File: src/rtl/alu_flag_pkg.sv
package alu_flag_pkg;

  typedef enum logic [2:0] {
    OP_ADD  = 3'd0,
    OP_ADC  = 3'd1,
    OP_SUB  = 3'd2,
    OP_SBB  = 3'd3,
    OP_INC  = 3'd4,
    OP_DEC  = 3'd5,
    OP_NEG  = 3'd6,
    OP_NONE = 3'd7
  } alu_op_e;

  typedef enum logic [1:0] {
    SZ_Q   = 2'd0,
    SZ_H   = 2'd1,
    SZ_F   = 2'd2,
    SZ_F2  = 2'd3
  } alu_size_e;

  localparam int FLAG_W = 6;
  localparam int FL_CF  = 0;
  localparam int FL_PF  = 1;
  localparam int FL_AF  = 2;
  localparam int FL_ZF  = 3;
  localparam int FL_SF  = 4;
  localparam int FL_OF  = 5;

endpackage

File: src/rtl/alu_size_decode.sv
module alu_size_decode #(
  parameter int DATA_W = 32
) (
  input  logic [1:0]        size_i,
  output logic [DATA_W-1:0] mask_o,
  output logic [DATA_W-1:0] msb_sel_o
);
  import alu_flag_pkg::*;

  localparam int QW = DATA_W / 4;
  localparam int HW = DATA_W / 2;

  always_comb begin
    case (size_i)
      SZ_Q: begin
        mask_o    = {{(DATA_W-QW){1'b0}}, {QW{1'b1}}};
        msb_sel_o = DATA_W'(1) << (QW - 1);
      end
      SZ_H: begin
        mask_o    = {{(DATA_W-HW){1'b0}}, {HW{1'b1}}};
        msb_sel_o = DATA_W'(1) << (HW - 1);
      end
      default: begin
        mask_o    = {DATA_W{1'b1}};
        msb_sel_o = DATA_W'(1) << (DATA_W - 1);
      end
    endcase
  end

endmodule

File: src/rtl/alu_operand_prep.sv
module alu_operand_prep #(
  parameter int DATA_W = 32
) (
  input  logic [2:0]        op_i,
  input  logic [DATA_W-1:0] a_i,
  input  logic [DATA_W-1:0] b_i,
  input  logic              cf_i,
  input  logic [DATA_W-1:0] mask_i,
  output logic [DATA_W-1:0] x_o,
  output logic [DATA_W-1:0] y_o,
  output logic              cin_o,
  output logic              is_sub_o,
  output logic              keep_cf_o,
  output logic              valid_o
);
  import alu_flag_pkg::*;

  logic [DATA_W-1:0] a_m, b_m;
  logic [DATA_W-1:0] y_raw;

  assign a_m = a_i & mask_i;
  assign b_m = b_i & mask_i;

  always_comb begin
    x_o       = a_m;
    y_raw     = b_m;
    cin_o     = 1'b0;
    is_sub_o  = 1'b0;
    keep_cf_o = 1'b0;
    valid_o   = 1'b1;
    case (op_i)
      OP_ADD: ;
      OP_ADC: cin_o = cf_i;
      OP_SUB: begin
        y_raw    = ~b_m;
        cin_o    = 1'b1;
        is_sub_o = 1'b1;
      end
      OP_SBB: begin
        y_raw    = ~b_m;
        cin_o    = ~cf_i;
        is_sub_o = 1'b1;
      end
      OP_INC: begin
        y_raw     = DATA_W'(1);
        keep_cf_o = 1'b1;
      end
      OP_DEC: begin
        y_raw     = {DATA_W{1'b1}};
        is_sub_o  = 1'b1;
        keep_cf_o = 1'b1;
      end
      OP_NEG: begin
        x_o      = '0;
        y_raw    = ~a_m;
        cin_o    = 1'b1;
        is_sub_o = 1'b1;
      end
      default: begin
        x_o     = '0;
        y_raw   = '0;
        valid_o = 1'b0;
      end
    endcase
    y_o = y_raw & mask_i;
  end

endmodule

File: src/rtl/alu_adder_core.sv
module alu_adder_core #(
  parameter int DATA_W = 32
) (
  input  logic [DATA_W-1:0] x_i,
  input  logic [DATA_W-1:0] y_i,
  input  logic              cin_i,
  output logic [DATA_W:0]   sum_o,
  output logic [DATA_W:0]   carry_into_o
);
  // carry_into_o[k] is the carry entering bit k; index DATA_W is the final carry out
  assign sum_o        = {1'b0, x_i} + {1'b0, y_i} + {{DATA_W{1'b0}}, cin_i};
  assign carry_into_o = {sum_o[DATA_W], x_i ^ y_i ^ sum_o[DATA_W-1:0]};

endmodule

File: src/rtl/alu_flag_gen.sv
module alu_flag_gen #(
  parameter int DATA_W = 32,
  parameter int NIB    = 4,
  parameter int PAR_W  = 8
) (
  input  logic [DATA_W:0]   sum_i,
  input  logic [DATA_W:0]   carry_into_i,
  input  logic [DATA_W-1:0] mask_i,
  input  logic [DATA_W-1:0] msb_sel_i,
  input  logic              is_sub_i,
  input  logic              keep_cf_i,
  input  logic              valid_i,
  input  logic [5:0]        flags_i,
  output logic [DATA_W-1:0] result_o,
  output logic [5:0]        flags_o,
  output logic [5:0]        wmask_o
);
  import alu_flag_pkg::*;

  logic [DATA_W-1:0] res;
  logic              cout_msb, cin_msb;
  logic [5:0]        fresh;

  assign res      = sum_i[DATA_W-1:0] & mask_i;
  assign cout_msb = |(carry_into_i[DATA_W:1]   & msb_sel_i);
  assign cin_msb  = |(carry_into_i[DATA_W-1:0] & msb_sel_i);

  always_comb begin
    fresh        = '0;
    fresh[FL_CF] = is_sub_i ^ cout_msb;
    fresh[FL_PF] = ~^res[PAR_W-1:0];
    fresh[FL_AF] = is_sub_i ^ carry_into_i[NIB];
    fresh[FL_ZF] = (res == '0);
    fresh[FL_SF] = |(res & msb_sel_i);
    fresh[FL_OF] = cout_msb ^ cin_msb;
  end

  assign wmask_o  = !valid_i ? 6'b000000 : (keep_cf_i ? 6'b111110 : 6'b111111);
  assign flags_o  = (fresh & wmask_o) | (flags_i & ~wmask_o);
  assign result_o = valid_i ? res : '0;

endmodule

File: src/rtl/alu_flag_unit.sv
module alu_flag_unit #(
  parameter int DATA_W = 32
) (
  input  logic              clk,
  input  logic              rst,
  input  logic [2:0]        op_i,
  input  logic [1:0]        size_i,
  input  logic [DATA_W-1:0] a_i,
  input  logic [DATA_W-1:0] b_i,
  input  logic [5:0]        flags_i,
  output logic [DATA_W-1:0] result_o,
  output logic [5:0]        flags_o,
  output logic [5:0]        flag_mask_o
);
  import alu_flag_pkg::*;

  localparam int QW = DATA_W / 4;

  logic [DATA_W-1:0] mask, msb_sel, x, y, res_c;
  logic              cin, is_sub, keep_cf, valid;
  logic [DATA_W:0]   sum, carry_into;
  logic [5:0]        flags_c, wmask_c;

  alu_size_decode #(.DATA_W(DATA_W)) i_size (
    .size_i(size_i), .mask_o(mask), .msb_sel_o(msb_sel)
  );

  alu_operand_prep #(.DATA_W(DATA_W)) i_prep (
    .op_i(op_i), .a_i(a_i), .b_i(b_i), .cf_i(flags_i[FL_CF]), .mask_i(mask),
    .x_o(x), .y_o(y), .cin_o(cin), .is_sub_o(is_sub), .keep_cf_o(keep_cf),
    .valid_o(valid)
  );

  alu_adder_core #(.DATA_W(DATA_W)) i_add (
    .x_i(x), .y_i(y), .cin_i(cin), .sum_o(sum), .carry_into_o(carry_into)
  );

  alu_flag_gen #(.DATA_W(DATA_W)) i_flags (
    .sum_i(sum), .carry_into_i(carry_into), .mask_i(mask), .msb_sel_i(msb_sel),
    .is_sub_i(is_sub), .keep_cf_i(keep_cf), .valid_i(valid), .flags_i(flags_i),
    .result_o(res_c), .flags_o(flags_c), .wmask_o(wmask_c)
  );

  always_ff @(posedge clk) begin
    if (rst) begin
      result_o    <= '0;
      flags_o     <= '0;
      flag_mask_o <= '0;
    end else begin
      result_o    <= res_c;
      flags_o     <= flags_c;
      flag_mask_o <= wmask_c;
    end
  end

  assert_upper_zero_R1: assert property (@(posedge clk) disable iff (rst)
    (size_i == SZ_Q) |=> (result_o[DATA_W-1:QW] == '0));

  assert_zero_flag_R4: assert property (@(posedge clk) disable iff (rst)
    flag_mask_o[FL_ZF] |-> (flags_o[FL_ZF] == (result_o == '0)));

  assert_parity_low_byte_R6: assert property (@(posedge clk) disable iff (rst)
    flag_mask_o[FL_PF] |-> (flags_o[FL_PF] == ~^result_o[7:0]));

  assert_keep_carry_R8: assert property (@(posedge clk) disable iff (rst)
    (op_i == OP_INC || op_i == OP_DEC) |=>
      (!flag_mask_o[FL_CF] && flags_o[FL_CF] == $past(flags_i[FL_CF])));

  assert_neg_zero_no_carry_R9: assert property (@(posedge clk) disable iff (rst)
    (op_i == OP_NEG && (a_i & mask) == '0) |=> (!flags_o[FL_CF] && result_o == '0));

  assert_idle_op_R10: assert property (@(posedge clk) disable iff (rst)
    (op_i == OP_NONE) |=> (flag_mask_o == 6'b0 && result_o == '0 &&
                           flags_o == $past(flags_i)));

endmodule

File: config.mk
export PLATFORM = sky130hd
export DESIGN_NAME = alu_flag_unit
export DESIGN_NICKNAME = d
export VERILOG_FILES = /design/src/rtl/alu_flag_pkg.sv /design/src/rtl/alu_size_decode.sv /design/src/rtl/alu_operand_prep.sv /design/src/rtl/alu_adder_core.sv /design/src/rtl/alu_flag_gen.sv /design/src/rtl/alu_flag_unit.sv
export SDC_FILE = /design/constraint.sdc
export NUM_CORES = 1
export LEC_CHECK = 0
export CAP_MARGIN = 20
export CORE_ASPECT_RATIO = 1.25
export CORE_MARGIN = 4
export CORE_UTILIZATION = 55
export CTS_BUF_LIST = sky130_fd_sc_hd__clkbuf_8
export DETAILED_ROUTE_END_ITERATION = 8
export HOLD_SLACK_MARGIN = 0.05
export PLACE_DENSITY = 0.9
export SYNTH_ARGS = -nofsm -noshare
export SYNTH_HDL_FRONTEND = slang
export SYNTH_HIERARCHICAL = 1
export SYNTH_SLANG_ARGS = --single-unit
File: constraint.sdc
create_clock -name clk -period 6 [get_ports clk]
set_input_delay 1.2 -clock clk [delete_from_list [all_inputs] [get_ports clk]]
set_output_delay 1.2 -clock clk [all_outputs]
set_load 0.01 [all_outputs]
# After elaboration in Yosys (flattened, before gate mapping)

Index checks and enable logic that the tools add are counted.

Output and inout bits: 44
Flip-flop bits (word level): 44
Logic and storage cells: 57
Input port bits: 77

Bitwise gates (word level): 20
$add $sub $neg: 2
Equal/unequal tests: 7
Reduce and logical (&&, ||, !) cells: 15
Multiplexer cells: 10

Operator list:

| kind                                                             | number |
|---|---|
| 32-bit bitwise AND                                               | 7 |
| 32-bit one-hot mux with 5 select lines                           | 1 |
| 32-bit one-hot mux with 2 select lines                           | 2 |
| 32-bit OR reduction                                              | 3 |
| 32-bit NOT                                                       | 2 |
| 32-bit XOR                                                       | 2 |
| 32-bit by 32-bit adder with 33-bit output                        | 1 |
| 33-bit by 1-bit adder with 33-bit output                         | 1 |
| 32-bit logical NOT                                               | 1 |
| 32-bit 2-to-1 mux                                                | 1 |
| 6-bit bitwise AND                                                | 2 |
| 2-bit OR reduction                                               | 5 |
| 3-bit == test (second input constant)                            | 3 |
| 8-bit XNOR reduction                                             | 1 |
| 7-bit OR reduction                                               | 1 |
| 3-bit by 2-bit == test with 1-bit output (second input constant) | 2 |
| 6-bit 2-to-1 mux                                                 | 1 |
| 6-bit NOT                                                        | 1 |
| 6-bit bitwise OR                                                 | 1 |
| 6-bit OR reduction                                               | 1 |
| 1-bit 2-to-1 mux                                                 | 4 |
| 4-bit OR reduction                                               | 1 |
| 3-bit by 1-bit == test with 1-bit output (second input constant) | 1 |
| 3-bit logical NOT                                                | 1 |
| 5 further kinds                                                  | 8 |

# Depth between registers and ports, before layout

Depth after elaboration: 14
Gate-level depth with buffers: 20

# Modules after synthesis

The synthesis kept the hierarchy.

By module, submodules not included:

| module           | cells an instance | times used | area an instance (sq um) | seq. area each (sq um) |
|---|---|---|---|---|
| alu_adder_core   | 300               | 1          | 2,138.3                  | 0.0 |
| alu_operand_prep | 197               | 1          | 1,666.6                  | 0.0 |
| alu_flag_unit    | 92                | 1          | 1,176.1                  | 880.8 |
| alu_flag_gen     | 172               | 1          | 1,163.6                  | 0.0 |
| alu_size_decode  | 66                | 1          | 478.0                    | 0.0 |

# Least setup slack after synthesis

Ideal clock, no wire load.

Path kind: input -> register
Start point: input op_i[1]
End point: register flags_o[0]
Arrival: 4,985 ps
Library setup time: 118 ps
Required time: 5,882 ps
Path slack: 897 ps
Stages on the path: 18
Cell sequence: buf_2 clkbuf_1 o31ai_1 a21oi_1 fa_1 fa_1 a211oi_2 o21ai_4 o211ai_1 a2111oi_2 o31ai_2 o21ai_1 a22oi_2 nand4_2 nor4_4 xnor2_1 mux2_4 nor2b_1

Word-level cells in the longest chain between the ends: 12
Elaborated cells between the ends (all ways): 34
Classes of those cells: add/sub (2); eq/ne (6); mux (8); bitwise (9); reduce/logical (9)

RTL lines:

| element                                                                | line                   | source |
|---|---|---|
| start, declared                                                        | alu_flag_unit.sv:6     | `input logic [2:0] op_i,` |
| 3-bit by 2-bit == test with 1-bit output, or another cell as far along | alu_operand_prep.sv:31 | `case (op_i)` |
| 2-bit OR reduction (no line)                                           | --                     |  |
| 32-bit one-hot mux with 5 select lines (*)                             | alu_operand_prep.sv:31 |  |
| 32-bit bitwise AND (*)                                                 | alu_operand_prep.sv:65 | `y_o = y_raw & mask_i;` |
| via y[0]                                                               | alu_flag_unit.sv:19    | `logic [DATA_W-1:0] mask, msb_sel, x, y, res_c;` |
| 32-bit by 32-bit adder with 33-bit output (*)                          | alu_adder_core.sv:11   | `assign sum_o = {1'b0, x_i} + {1'b0, y_i} + {{DATA_W{1'b0}}, cin_i};` |
| 33-bit by 1-bit adder with 33-bit output (*)                           | alu_adder_core.sv:11   |  |
| 32-bit XOR (*)                                                         | alu_adder_core.sv:12   | `assign carry_into_o = {sum_o[DATA_W], x_i ^ y_i ^ sum_o[DATA_W-1:0]};` |
| via carry_into[6]                                                      | alu_flag_unit.sv:21    | `logic [DATA_W:0] sum, carry_into;` |
| 32-bit bitwise AND (*)                                                 | alu_flag_gen.sv:25     | `assign cout_msb = \|(carry_into_i[DATA_W:1] & msb_sel_i);` |
| 32-bit OR reduction (*)                                                | alu_flag_gen.sv:25     |  |
| 1-bit XOR (*)                                                          | alu_flag_gen.sv:30     | `fresh[FL_CF] = is_sub_i ^ cout_msb;` |
| 6-bit bitwise AND (*)                                                  | alu_flag_gen.sv:39     | `assign flags_o = (fresh & wmask_o) \| (flags_i & ~wmask_o);` |
| 6-bit bitwise OR (*)                                                   | alu_flag_gen.sv:39     |  |
| via flags_c[0]                                                         | alu_flag_unit.sv:22    | `logic [5:0] flags_c, wmask_c;` |
| end signal, assigned                                                   | alu_flag_unit.sv:51    | `flags_o <= flags_c;` |
| end, declared                                                          | alu_flag_unit.sv:12    | `output logic [5:0] flags_o,` |

Mark *: on every way through the listed nets, which the timed path passes. The rest lies on a longest branch.
A chain may end at the register's enable or synchronous reset.

# Worst setup path after layout

Start point: input b_i[0]
End point: register flags_o[0]

Word-level cells in the longest chain between the ends: 12

RTL lines:

| element                                       | line                                           | source |
|---|---|---|
| start, declared                               | alu_flag_unit.sv:9                             | `input logic [DATA_W-1:0] b_i,` |
| 32-bit bitwise AND (*)                        | alu_operand_prep.sv:22                         | `assign b_m = b_i & mask_i;` |
| 32-bit NOT                                    | alu_operand_prep.sv:35, alu_operand_prep.sv:40 |  |
| 32-bit one-hot mux with 5 select lines (*)    | alu_operand_prep.sv:31                         |  |
| 32-bit bitwise AND (*)                        | alu_operand_prep.sv:65                         |  |
| via y[0]                                      | alu_flag_unit.sv:19                            |  |
| 32-bit by 32-bit adder with 33-bit output (*) | alu_adder_core.sv:11                           |  |
| 33-bit by 1-bit adder with 33-bit output (*)  | alu_adder_core.sv:11                           |  |
| 32-bit XOR (*)                                | alu_adder_core.sv:12                           |  |
| via carry_into[2]                             | alu_flag_unit.sv:21                            |  |
| 32-bit bitwise AND (*)                        | alu_flag_gen.sv:25                             |  |
| 32-bit OR reduction (*)                       | alu_flag_gen.sv:25                             |  |
| 1-bit XOR (*)                                 | alu_flag_gen.sv:30                             |  |
| 6-bit bitwise AND (*)                         | alu_flag_gen.sv:39                             |  |
| 6-bit bitwise OR (*)                          | alu_flag_gen.sv:39                             |  |
| via flags_c[0]                                | alu_flag_unit.sv:22                            |  |

Marks and branches as above.

==> results.txt <==
----------------------------------------------------
[Status]
  Status ... complete, no violations

[Timing]
  Post-route clock period utilization ... 88.8%
  Max Freq ... 188 MHz
  Max-slew violation count ... 0
  Tmin final ... 5330 ps
  Unrepaired setup endpoints after global routing ... no
  Final WS setup ... 673 ps
  Worst-margin pin slew ... 752 ps
  Setup violators final ... 0
  Final TNS setup ... 0 ps
  Remaining max-slew budget at the tightest pin ... 49.7%
  Number of hold-slack violations in the final timing report ... 0

[Synthesis]
  Synthesized instance count ... 826
  Post-synthesis cell area ... 6620 um^2
  Number of warnings printed during yosys synthesis ... 6
  Avg Synthesized Cell Area ... 8.01 um^2

[Drt]
  Detailed Routing Iterations Pass 1 ... 6
  Overall routed net length ... 19.7 mm
  Vias post-DR ... 6480
  Iter 0 DRT Violations ... 453
  DRC violation count after routing ... 0
  Average wire per cell in the routed design ... 18.8 um
  Via-per-instance ratio ... 6.17
  Count of antenna-violating nets left after detailed routing ... 0

[Clock network]
  Post-CTS Setup Repair Bufs ... 0
  CTS Sinks ... 44
  Max Buffers Root-to-Sink ... 2
  CTS resizes ... 0
  Count of hold-fix buffers inserted at cts ... 0
  Master cell of the clock root buffer ... sky130_fd_sc_hd__clkbuf_8
  CTS clock-pin slew for the worst setup and hold paths ... 80 ps
  CTS HTree Levels ... 2
  CTS tree ... built
  TritonCTS buffer count ... 5

[Min path]
  Worst min-delay path category ... in2reg
  Launch instance of the worst min-delay path ... op_i[1]
  Instance count along the most critical hold path ... 4
  Endpoint of the worst hold path ... flag_mask_o[0]

[Worst setup path]
  Maximum fanout along the worst path ... 5
  Startpoint kind of the worst setup timing path ... input pin
  Data arrival time of the worst path ... 5500 ps
  Data required time at the worst endpoint ... 6170 ps
  Crit path from ... b_i[0]
  Startpoint-to-endpoint class of the critical path ... in2reg
  Crit. End Element ... flop

[Finish]
  Proportion of layout cells with a drive suffix above 1 ... 10.6%
  Diode count ... 0
  Layout Area Growth over Synthesis ... 14.5%
  Finished Core Util ... 64.9%
  Number of nets at the end of the flow ... 1005
  Post-layout instance area ... 7580 um^2

[Power and ir drop]
  Static Leak ... 3.31 nW
  Peak VDD IR ... 0.0000782 V
  Total power of the final layout ... 1.21 mW
  Ratio of total power to cell area ... 160 nW/um^2

[Placement]
  Number of buffers inserted by port buffering ... 120
  Pre-CTS setup slack ... 373 ps
  Weighted congestion reported at the end of routability-driven placement ... 1.05
  Detail Placement HPWL ... 15.8 mm
  Total placed instance area ... 7500 um^2

[Die]
  Initial Utilization ... 56.7%
  CORE AREA ... 11700 um^2
  Die boundary width ... 106 um
  I/O pin cnt ... 121
  Number of placement rows ... 44
  Floorplan die area ... 13900 um^2
  Vertical extent of the die ... 131 um

[Global route]
  Global-route wire length before repair ... 30.7 mm
  Via count of the first global-routing pass ... 6143
  Total routing usage reported by global routing ... 27.5%
  Number of antenna violations at the first check in global routing ... 1
  Largest net degree at the start of global routing ... 58
  Aggregate global routing overflow ... 0

[Run]
  Number of max-cap violations ... 0

----------------------------------------------------
-- layer usage --
| layer | vias to the layer above | wire length, um | GRT usage (%) |
|---|---|---|---|
| li1 | 3138 | - | - |
| met2 | 255 | 9900 | 51.2 |
| met4 | 2 | 749 | 12.4 |
| met5 | - | 19 | 0 |
| met1 | 3031 | 7970 | 32.1 |
| met3 | 54 | 1090 | 2.41 |
-- stage by stage --
stage                     hold WS, ps  cells
after floorplan                  1270    861
after global placement           1710   1044
after detailed placement         1720   1044
after CTS                        1400   1051
after global routing             1400   1051
final                            1400   1051
-- flip-flops by register name, indices dropped and copies added, names as in the netlist --
name and flops:
result_o 32, flag_mask_o 6, flags_o 6
-- how the worst max path moves through the flow --
stage / endpoint
floorplan: flags_o[0]
finish: flags_o[0]
global placement: flags_o[0]
global route: flags_o[0]
detailed placement: flags_o[0]
CTS: flags_o[0]
-- cell type report --
cell class | count | area, um^2
inverters | 20 | 75.1
fillers | 1032 | 4090
flip-flops and latches | 44 | 881
clock inverters | 2 | 12.5
multi-input cells | 684 | 5020
well taps | 161 | 201
clock buffers | 5 | 68.8
repair buffers | 135 | 1320
-- critical path: stages --
cell and delay [ps]:
sky130_fd_sc_hd__clkdlybuf4s50_1 430, sky130_fd_sc_hd__o31ai_1 200, sky130_fd_sc_hd__a21oi_1 110, sky130_fd_sc_hd__fa_1 450, sky130_fd_sc_hd__fa_1 510, sky130_fd_sc_hd__a211oi_2 340, sky130_fd_sc_hd__o21ai_4 90, sky130_fd_sc_hd__o211ai_1 300
sky130_fd_sc_hd__a2111oi_2 150, sky130_fd_sc_hd__o31ai_2 380, sky130_fd_sc_hd__o21ai_1 150, sky130_fd_sc_hd__a22oi_2 180, sky130_fd_sc_hd__nand4_2 160, sky130_fd_sc_hd__nor4_4 360, sky130_fd_sc_hd__xnor2_1 100, sky130_fd_sc_hd__mux2_4 250
sky130_fd_sc_hd__nor2b_1 130
-- layout by cell type (no fill, tap or decap), types with 18 or more instances in the layout --
master	instances
sky130_fd_sc_hd__a21oi_1	38
sky130_fd_sc_hd__a22oi_1	36
sky130_fd_sc_hd__and3_1	67
sky130_fd_sc_hd__clkdlybuf4s50_1	116
sky130_fd_sc_hd__conb_1	37
sky130_fd_sc_hd__dfxtp_1	44
sky130_fd_sc_hd__ha_1	36
sky130_fd_sc_hd__inv_1	19
sky130_fd_sc_hd__mux2_4	30
sky130_fd_sc_hd__nand2_1	41
sky130_fd_sc_hd__nand3_1	37
sky130_fd_sc_hd__nand4_1	21
sky130_fd_sc_hd__nor2_1	24
sky130_fd_sc_hd__nor2b_1	48
sky130_fd_sc_hd__nor3b_1	33
sky130_fd_sc_hd__o21ai_0	49
sky130_fd_sc_hd__o221a_1	29
sky130_fd_sc_hd__xnor2_1	18
-- report_power, final --
part | internal [mW] | total [mW] | switching [mW]
Combinational | 0.330 | 0.707 | 0.377
Clock | 0.0789 | 0.180 | 0.101
Sequential | 0.318 | 0.324 | 0.00623
Total | 0.727 | 1.21 | 0.484
No activity file was read; power rests on OpenSTA's default activity.
